==> config.mk <==
export PLATFORM = sky130hd
export DESIGN_NAME = dram_page_seq
export DESIGN_NICKNAME = d
export VERILOG_FILES = /design/src/rtl/dram_seq_pkg.sv /design/src/rtl/dram_tick_gen.sv /design/src/rtl/dram_row_tracker.sv /design/src/rtl/dram_strobe_gen.sv /design/src/rtl/dram_page_seq.sv
export SDC_FILE = /design/constraint.sdc
export NUM_CORES = 1
export LEC_CHECK = 0
export BUFFER_PORTS_ARGS = -buffer_cell sky130_fd_sc_hd__buf_2
export CAP_MARGIN = 0
export CORE_ASPECT_RATIO = 0.9
export CORE_MARGIN = 1.5
export CORE_UTILIZATION = 50
export DETAILED_ROUTE_END_ITERATION = 8
export PLACE_DENSITY = 0.88
export SETUP_SLACK_MARGIN = 0.05
export SYNTH_ARGS = -nofsm -noshare
export SYNTH_HDL_FRONTEND = slang
export SYNTH_SLANG_ARGS = --single-unit
export TNS_END_PERCENT = 50
==> constraint.sdc <==
create_clock -name clk_i -period 5.4 [get_ports clk_i]
set_clock_uncertainty 0.2 [all_clocks]
set_input_delay 0 -clock clk_i [delete_from_list [all_inputs] [get_ports clk_i]]
set_output_delay 0 -clock clk_i [all_outputs]
set_load 0.03 [all_outputs]
==> src/rtl/dram_seq_pkg.sv <==
package dram_seq_pkg;
  typedef enum logic [2:0] {
    ST_IDLE,
    ST_PRE,
    ST_ROW,
    ST_COL1,
    ST_COL2,
    ST_COLS
  } bus_st_e;
endpackage

==> src/rtl/dram_tick_gen.sv <==
module dram_tick_gen #(
  parameter int unsigned TICKS = 20,
  localparam int unsigned CW = $clog2(TICKS)
) (
  input  logic          clk_i,
  input  logic          rst_ni,
  input  logic          tick_en_i,
  output logic [CW-1:0] tick_o,
  output logic          bnd_o
);
  logic [CW-1:0] cnt_q;
  logic          last;

  assign last   = (cnt_q == CW'(TICKS - 1));
  assign tick_o = cnt_q;
  assign bnd_o  = tick_en_i && last;

  always_ff @(posedge clk_i or negedge rst_ni) begin
    if (!rst_ni) cnt_q <= '0;
    else if (tick_en_i) cnt_q <= last ? '0 : cnt_q + CW'(1);
  end
endmodule

==> src/rtl/dram_row_tracker.sv <==
module dram_row_tracker #(
  parameter int unsigned ROW_W = 8
) (
  input  logic             clk_i,
  input  logic             rst_ni,
  input  logic             set_i,
  input  logic             clr_i,
  input  logic [ROW_W-1:0] set_row_i,
  input  logic [ROW_W-1:0] cmp_row_i,
  output logic             open_o,
  output logic             hit_o
);
  logic             open_q;
  logic [ROW_W-1:0] row_q;

  always_ff @(posedge clk_i or negedge rst_ni) begin
    if (!rst_ni) begin
      open_q <= 1'b0;
      row_q  <= '0;
    end else if (clr_i) begin
      open_q <= 1'b0;
    end else if (set_i) begin
      open_q <= 1'b1;
      row_q  <= set_row_i;
    end
  end

  assign open_o = open_q;
  assign hit_o  = open_q && (row_q == cmp_row_i);
endmodule

==> src/rtl/dram_strobe_gen.sv <==
module dram_strobe_gen
  import dram_seq_pkg::*;
#(
  parameter int unsigned TICKS = 20,
  localparam int unsigned CW    = $clog2(TICKS),
  localparam int unsigned HI_50 = TICKS / 2,
  localparam int unsigned HI_35 = (TICKS * 7) / 20
) (
  input  bus_st_e       st_i,
  input  logic          we_i,
  input  logic          rep_i,
  input  logic          duty_i,
  input  logic [CW-1:0] tick_i,
  output logic          cas_no,
  output logic          we_no,
  output logic          oe_o,
  output logic          row_sel_o
);
  logic          col_st;
  logic [CW-1:0] hi_ticks;

  assign col_st    = (st_i == ST_COL1) || (st_i == ST_COL2) || (st_i == ST_COLS);
  assign hi_ticks  = duty_i ? CW'(HI_35) : CW'(HI_50);
  assign row_sel_o = (st_i == ST_PRE) || (st_i == ST_ROW);
  assign oe_o      = col_st && we_i;
  assign we_no     = !(col_st && we_i);

  always_comb begin
    cas_no = 1'b1;
    if (st_i == ST_COL1 || st_i == ST_COL2) cas_no = 1'b0;
    else if (st_i == ST_COLS) cas_no = !rep_i && (tick_i < hi_ticks);
  end
endmodule

==> src/rtl/dram_page_seq.sv <==
module dram_page_seq
  import dram_seq_pkg::*;
#(
  parameter int unsigned ROW_W  = 8,
  parameter int unsigned COL_W  = 8,
  parameter int unsigned DATA_W = 16,
  parameter int unsigned TICKS  = 20,
  localparam int unsigned ADDR_W = ROW_W + COL_W,
  localparam int unsigned MUX_W  = (ROW_W > COL_W) ? ROW_W : COL_W
) (
  input  logic              clk_i,
  input  logic              rst_ni,
  input  logic              tick_en_i,
  input  logic              ras_hold_i,
  input  logic              cas_duty_i,
  input  logic [3:0]        long_pitch_i,
  input  logic              other_busy_i,
  input  logic              req_valid_i,
  input  logic [ADDR_W-1:0] req_addr_i,
  input  logic              req_we_i,
  input  logic              req_dma_i,
  input  logic [DATA_W-1:0] req_wdata_i,
  output logic              req_ready_o,
  output logic [DATA_W-1:0] rsp_rdata_o,
  input  logic              wait_ni,
  output logic [MUX_W-1:0]  dram_addr_o,
  output logic              dram_ras_no,
  output logic              dram_cas_no,
  output logic              dram_we_no,
  output logic [DATA_W-1:0] dram_dq_o,
  output logic              dram_dq_oe_o,
  input  logic [DATA_W-1:0] dram_dq_i
);
  localparam int unsigned CW = $clog2(TICKS);

  bus_st_e           st_q;
  logic [ADDR_W-1:0] addr_q;
  logic              we_q, lp_q, rep_q, ready_q;
  logic [DATA_W-1:0] wdata_q, rdata_q;
  logic [CW-1:0]     tick;
  logic              bnd, row_open, row_hit, in_idle, start, release_ras, lp_sel, row_sel;

  dram_tick_gen #(.TICKS(TICKS)) u_tick (
    .clk_i    (clk_i),
    .rst_ni   (rst_ni),
    .tick_en_i(tick_en_i),
    .tick_o   (tick),
    .bnd_o    (bnd)
  );

  assign in_idle     = (st_q == ST_IDLE);
  assign start       = in_idle && bnd && req_valid_i && !other_busy_i;
  assign release_ras = in_idle && other_busy_i && !ras_hold_i;
  assign lp_sel      = long_pitch_i[{req_dma_i, req_we_i}];

  dram_row_tracker #(.ROW_W(ROW_W)) u_row (
    .clk_i    (clk_i),
    .rst_ni   (rst_ni),
    .set_i    ((st_q == ST_PRE) && bnd),
    .clr_i    ((start && !row_hit) || release_ras),
    .set_row_i(addr_q[ADDR_W-1:COL_W]),
    .cmp_row_i(req_addr_i[ADDR_W-1:COL_W]),
    .open_o   (row_open),
    .hit_o    (row_hit)
  );

  dram_strobe_gen #(.TICKS(TICKS)) u_strb (
    .st_i     (st_q),
    .we_i     (we_q),
    .rep_i    (rep_q),
    .duty_i   (cas_duty_i),
    .tick_i   (tick),
    .cas_no   (dram_cas_no),
    .we_no    (dram_we_no),
    .oe_o     (dram_dq_oe_o),
    .row_sel_o(row_sel)
  );

  always_ff @(posedge clk_i or negedge rst_ni) begin
    if (!rst_ni) begin
      st_q    <= ST_IDLE;
      addr_q  <= '0;
      we_q    <= 1'b0;
      lp_q    <= 1'b0;
      rep_q   <= 1'b0;
      ready_q <= 1'b0;
      wdata_q <= '0;
      rdata_q <= '0;
    end else begin
      ready_q <= 1'b0;
      if (bnd) begin
        unique case (st_q)
          ST_IDLE: if (start) begin
            addr_q  <= req_addr_i;
            we_q    <= req_we_i;
            wdata_q <= req_wdata_i;
            lp_q    <= lp_sel;
            rep_q   <= 1'b0;
            st_q    <= row_hit ? (lp_sel ? ST_COL1 : ST_COLS) : ST_PRE;
          end
          ST_PRE:  st_q <= ST_ROW;
          ST_ROW:  st_q <= lp_q ? ST_COL1 : ST_COLS;
          ST_COL1: st_q <= ST_COL2;
          ST_COL2, ST_COLS: begin
            if (!wait_ni) begin
              rep_q <= 1'b1;
            end else begin
              st_q    <= ST_IDLE;
              rep_q   <= 1'b0;
              ready_q <= 1'b1;
              if (!we_q) rdata_q <= dram_dq_i;
            end
          end
          default: st_q <= ST_IDLE;
        endcase
      end
    end
  end

  assign dram_ras_no = !row_open;
  assign dram_addr_o = row_sel ? MUX_W'(addr_q[ADDR_W-1:COL_W]) : MUX_W'(addr_q[COL_W-1:0]);
  assign dram_dq_o   = wdata_q;
  assign req_ready_o = ready_q;
  assign rsp_rdata_o = rdata_q;
endmodule

Yosys cells after proc, flatten, opt, wreduce, memory -nomap -nowiden
Index checks and enable logic that the tools add are counted.
- output and inout bits: 45
- word-level logic and storage cells: 76
- register bits: 69
- input bits: 62
- add/subtract/negate cells: 1
- reduce and logical (&&, ||, !) cells: 30
- equal/unequal tests: 9
- order comparisons: 2
- bitwise gates (word level): 2
- muxes and demuxes: 21
- operators by type and width (operator ; count):
    $mux W3 ; 5
    $pmux W3 S5 ; 1
    $logic_and A1 B1 Y1 ; 11
    $mux W1 ; 10
    $reduce_and A3 Y1 ; 3
    $eq A8 B8 Y1 ; 1
    $mux W8 ; 1
    $eq A3 B2 Y1 const B ; 2
    $eq A3 B3 Y1 const B ; 2
    $logic_not A1 Y1 ; 6
    $add A5 B1 Y5 const B ; 1
    $eq A5 B5 Y1 const B ; 1
    $lt A5 B5 Y1 ; 1
    $mux W5 ; 1
    $logic_or A1 B1 Y1 ; 4
    $mux W4 ; 1
    $reduce_and A4 Y1 ; 1
    $reduce_bool A2 Y1 ; 2
    $eq A3 B1 Y1 const B ; 1
    $logic_not A3 Y1 ; 1
    $lt A2 B3 Y1 const B ; 1
    $bmux W1 S2 ; 1
    $ne A2 B1 Y1 const B ; 1
    $ne A2 B2 Y1 const B ; 1
    4 further kinds ; 5

Logic depth before layout (Yosys ltp)
- word-level depth: 9
- depth in mapped cells: 7
- depth with buffers taken out: 5

Modules after synthesis
From an unflattened synthesis, not the netlist that was laid out.
- cells, all modules: 232
- area, all modules: 3305.7 µm²
- modules (own cells, without submodules) (module ; times used ; sequential area each (µm²) ; area each (µm²) ; cells each):
    dram_page_seq ; 1 ; 1376.3 ; 2466.1 ; 159
    dram_row_tracker ; 1 ; 225.2 ; 467.9 ; 33
    dram_tick_gen ; 1 ; 125.1 ; 254.0 ; 23
    dram_strobe_gen ; 1 ; 0.0 ; 117.6 ; 17

Worst setup path after synthesis
No wires, ideal clock.
- kind: reg-to-reg
- start point: reg u_tick.cnt_q[0] (netlist: u_tick.tick_o[0])
- end point: reg rdata_q[10] (netlist: rsp_rdata_o[10])
- stages on the path, launching flop included: 8
- library setup time: 0.125 ns
- arrival time: 1.834 ns
- setup slack: 3.241 ns
- path buffers: 2
- required time: 5.075 ns
- clock period less this slack: 2.159 ns
- cells stage by stage: dfrtp_1 ha_1 nor4bb_1 buf_4 nand2_4 nor3_4 buf_6 mux2_2
- cells in the longest elaborated chain, start to end: 3
- ends and longest elaborated chain (element ; RTL line ; source):
    start: declaration ; dram_tick_gen.sv:11 ; logic [CW-1:0] cnt_q;
    start signal: assignment ; dram_tick_gen.sv:20 ; else if (tick_en_i) cnt_q <= last ? '0 : cnt_q + CW'(1);
    $eq A5 B5 Y1 ; dram_tick_gen.sv:14 ; assign last = (cnt_q == CW'(TICKS - 1));
    $logic_and A1 B1 Y1 ; dram_tick_gen.sv:16 ; assign bnd_o = tick_en_i && last;
    $reduce_and A4 Y1 (no line) ; - ;
    end signal: assignment ; dram_page_seq.sv:111 ; if (!we_q) rdata_q <= dram_dq_i;
    end: declaration ; dram_page_seq.sv:39 ; logic [DATA_W-1:0] wdata_q, rdata_q;
Every way passes these cells.
A chain may end at the register's enable or synchronous reset.

Worst setup path after layout
- start point: reg u_tick.cnt_q[0] (netlist: u_tick.tick_o[0])
- end point: reg st_q[2]
- cells in the longest elaborated chain, start to end: 7
- ends and longest elaborated chain (element ; RTL line ; source):
    $eq A5 B5 Y1 (*) ; dram_tick_gen.sv:14 ;
    $logic_and A1 B1 Y1 (*) ; dram_tick_gen.sv:16 ;
    $logic_and A1 B1 Y1 (3 in series) ; dram_page_seq.sv:52 ; assign start = in_idle && bnd && req_valid_i && !other_busy_i;
    $ne A2 B1 Y1 (no line) ; - ;
    $reduce_and A3 Y1 (no line) (*) ; - ;
    end signal: assignment ; dram_page_seq.sv:99 ; st_q <= row_hit ? (lp_sel ? ST_COL1 : ST_COLS) : ST_PRE;
    end signal: assignment ; dram_page_seq.sv:102 ; ST_ROW: st_q <= lp_q ? ST_COL1 : ST_COLS;
    end: declaration ; dram_page_seq.sv:36 ; bus_st_e st_q;
Every way passes the cells marked *; elsewhere a longest branch is shown, timed or not.

==> flow_metrics.env <==
export IMPL_status="completed"
export IMPL_worstSkewPairLatency_ns=0.34
export IMPL_synth_area_um2=3130
export IMPL_power_density_nw_per_um2=378
export IMPL_n_antenna_cell=0
export IMPL_synth_cells=225
export IMPL_grt_pass1_vias=2648
export IMPL_grt_remaining_overflow=0
export IMPL_final_hold_violation_count=0
export IMPL_cts_buffers=9
export IMPL_wire_per_inst_um=16.0
export IMPL_worstMarginPinSlew_ns=1.11
export IMPL_crit_path_start_kind="register"
export IMPL_drv_slew=0
export IMPL_cts_tree="done"
export IMPL_fin_crit_sh=0.535
export IMPL_max_slew_margin=0.257
export IMPL_synth_top_area_share=0.552
export IMPL_cell_internal_pwr_mw=1.09
export IMPL_synth_nets=290
export IMPL_hpwl_um=4430
export IMPL_grt_setup_unrepaired="no"
export IMPL_die_w_um=86.4
export IMPL_p_leak_nw=2.41
export IMPL_ys_seq_area_frac=0.552
export IMPL_area_growth_pct=42.9
export IMPL_finalSetupTns_ns=0
export IMPL_fp_dieH_um=78.0
export IMPL_drive_gt1_frac=0.499
export IMPL_drt_total_wl_um=7520
export IMPL_clockBufferDepth=2
export IMPL_fin_cells=469
export IMPL_drc_errors=0
export IMPL_dieArea_um2=6740
export IMPL_routed_via_density=5.17
export IMPL_fmax_mhz=346
export IMPL_fillerInstances=397
export IMPL_port_buffer_count=106
export IMPL_p_sw_frac=0.355
export IMPL_clkSlewWorstSetupHoldPaths_ns=0.07
export IMPL_post_dp_cell_area_um2=3690
export IMPL_grt_pass1_wl_um=12000
export IMPL_synth_cell_types=43
export IMPL_grt_start_max_net_pins=70
export IMPL_initial_utilization=0.514
export IMPL_period_needed_ns=2.89
export IMPL_yosys_warnings=0
export IMPL_cts_sinks=69
export IMPL_path_class="register to register"
export IMPL_ys_top_cells_by_area="dfrtp_1 (55%), mux2_2 (21%), mux2_4 (3.8%)"
export IMPL_core_area_um2=6080
export IMPL_hold_path_class="primary input to register"
export IMPL_ant_nets=0
export IMPL_fin_area_um2=4470
export IMPL_grt_usage=0.235
export IMPL_synth_seq_cells=69
export IMPL_htree_levels=3
export IMPL_cts_root_buf="clkbuf_8"
export IMPL_crit_fanout=35
export IMPL_power_frac_comb=0.329
export IMPL_vias=2424
export IMPL_gp_congestion=0.724
export IMPL_avgSynthCellArea_um2=13.9
export IMPL_cts_setup_buffers=0
export IMPL_drt_pass1_iter_count=4
export IMPL_ir_worst_vdd_mv=0.282
export IMPL_seq_power_share=0.429
export IMPL_clock_power_share=0.242
export IMPL_finalSetupViolCount=0
export IMPL_yosysTopAreaCell="dfrtp_1"
export IMPL_dp_cells=395
export IMPL_antenna_found_initial=0
export IMPL_max_cap_violations=0
export IMPL_fin_nets=457
export IMPL_io_pins=107
export IMPL_crit_required_ns=5.40
export IMPL_p_switching_mw=0.599
export IMPL_cp_data_arrival_time_ns=2.90
export IMPL_drtIter0Drc=104
export IMPL_num_rows=27
export IMPL_critPathCaptureType="register"
-- registers in the layout (all words and copies together) (netlist names) --
signal / count
addr_q: 16
dram_dq_o: 16
lp_q: 1
rep_q: 1
req_ready_o: 1
rsp_rdata_o: 16
st_q: 3
u_row.open_o: 1
u_row.row_q: 8
u_tick.tick_o: 5
we_q: 1
-- what timing repair did --
item,in CTS,in global routing
hold endpoints to repair,130,0
hold buffers,58,0
gates resized for setup,0,0
-- synth_stat cells (all sizes together) --
cell / count
nor2b: 4
nand4: 4
o21ai: 8
nand4b: 1
and3: 1
ha: 3
nor2: 4
o221ai: 1
a21oi: 1
o311ai: 1
nor4: 1
o211ai: 1
o22ai: 1
xnor2: 3
clkbuf: 1
nand2b: 4
mux2: 66
a31oi: 1
xor2: 7
buf: 9
a21o: 1
or3: 2
mux4: 1
or3b: 1
nor4b: 1
dfrtp: 69
nor3: 4
o31ai: 3
and2b: 1
nand2: 8
nor3b: 1
a22oi: 1
nor4bb: 1
nand3: 1
and2: 2
inv: 6
-- power by group through the flow --
stage                     clock, mW  combinational (mW)  sequential [mW]
after floorplan                   0               0.318            0.770
after CTS                     0.413               0.548            0.720
final                         0.409               0.556            0.723
after global routing          0.442               0.597            0.740
after detailed placement          0               0.515            0.729
after global placement            0               0.498            0.719
-- per-stage QoR --
stage | setup slack (ns) | total power, mW | utilization | hold slack (ns)
floorplan | 3.24 | 1.09 | - | -0.496
global placement | 2.51 | 1.22 | 0.607 | 0.0315
detailed placement | 2.50 | 1.24 | 0.607 | 0.0355
CTS | 2.47 | 1.68 | 0.735 | 0.0501
global route | 2.23 | 1.78 | 0.735 | 0.0620
finish | 2.51 | 1.69 | 0.735 | 0.0489
-- critical path, cell delays in order (launching register included) --
cell	delay (ns)
dfrtp_1	0.39
ha_1	0.18
nor4bb_1	0.28
buf_4	0.21
nand4_2	0.85
o311ai_0	0.64
-- final cells by class --
type / instances / area (µm²) / area share
clock buffer: 13 / 179 / 0.0400
multi-input combinational: 140 / 1310 / 0.293
timing repair buffer: 166 / 1130 / 0.252
tap: 72 / 90.1 / 0.0202
clock inverter: 3 / 17.5 / 0.00392
inverter: 6 / 22.5 / 0.00504
sequential: 69 / 1730 / 0.386
-- logic make-up after synthesis --
| family | Yosys count | synth area share |
|---|---|---|
| AOI/OAI and AO/OA | 19 | 0.0388 |
| xor gates and xnor gates | 10 | 0.0280 |
| adders and majority gates | 3 | 0.0120 |
| buffers and inverters | 16 | 0.0296 |
| DFF | 69 | 0.552 |
| muxes | 67 | 0.255 |
| and+or+nand+nor | 41 | 0.0848 |
-- per-layer routing --
layer,global-route usage,vias to the layer above,part of all wire,wire length (µm)
li1,-,1138,-,-
met1,0.269,1185,0.42,3120
met2,0.410,84,0.51,3860
met3,0.0726,17,0.050,377
met4,0.0871,0,0.021,155
met5,0,-,0,0
-- final timing paths --
check / endpoint / from / cells after the start / slack (ns)
max: st_q[2]$_DFFE_PN0P_ / u_tick.tick_o[0]$_DFFE_PN0P_ / 5 / 2.51
min: lp_q$_DFFE_PN0P_ / long_pitch_i[2] / 4 / 0.05
max reg2reg: st_q[2]$_DFFE_PN0P_ / u_tick.tick_o[0]$_DFFE_PN0P_ / 5 / 2.51
min reg2reg: addr_q[1]$_DFFE_PN0P_ / addr_q[1]$_DFFE_PN0P_ / 1 / 0.30
max in group asynchronous: rsp_rdata_o[1]$_DFFE_PN0P_ / rst_ni / 3 / 4.27
min in group asynchronous: addr_q[1]$_DFFE_PN0P_ / rst_ni / 3 / 0.19
-- cells in the final DEF, fill, tap and decap left out, types with 4 or more instances in the layout --
cell and count:
buf_2 106, inv_1 6, dlygate4sd3_1 58, nand2b_1 4
xor2_1 7, dfrtp_1 69, mux2_4 8, o21ai_0 8
nor2_1 4, nand2_1 7, nor2b_1 4, mux2_2 58
clkbuf_8 13
(Power assumes the default switching activity.)
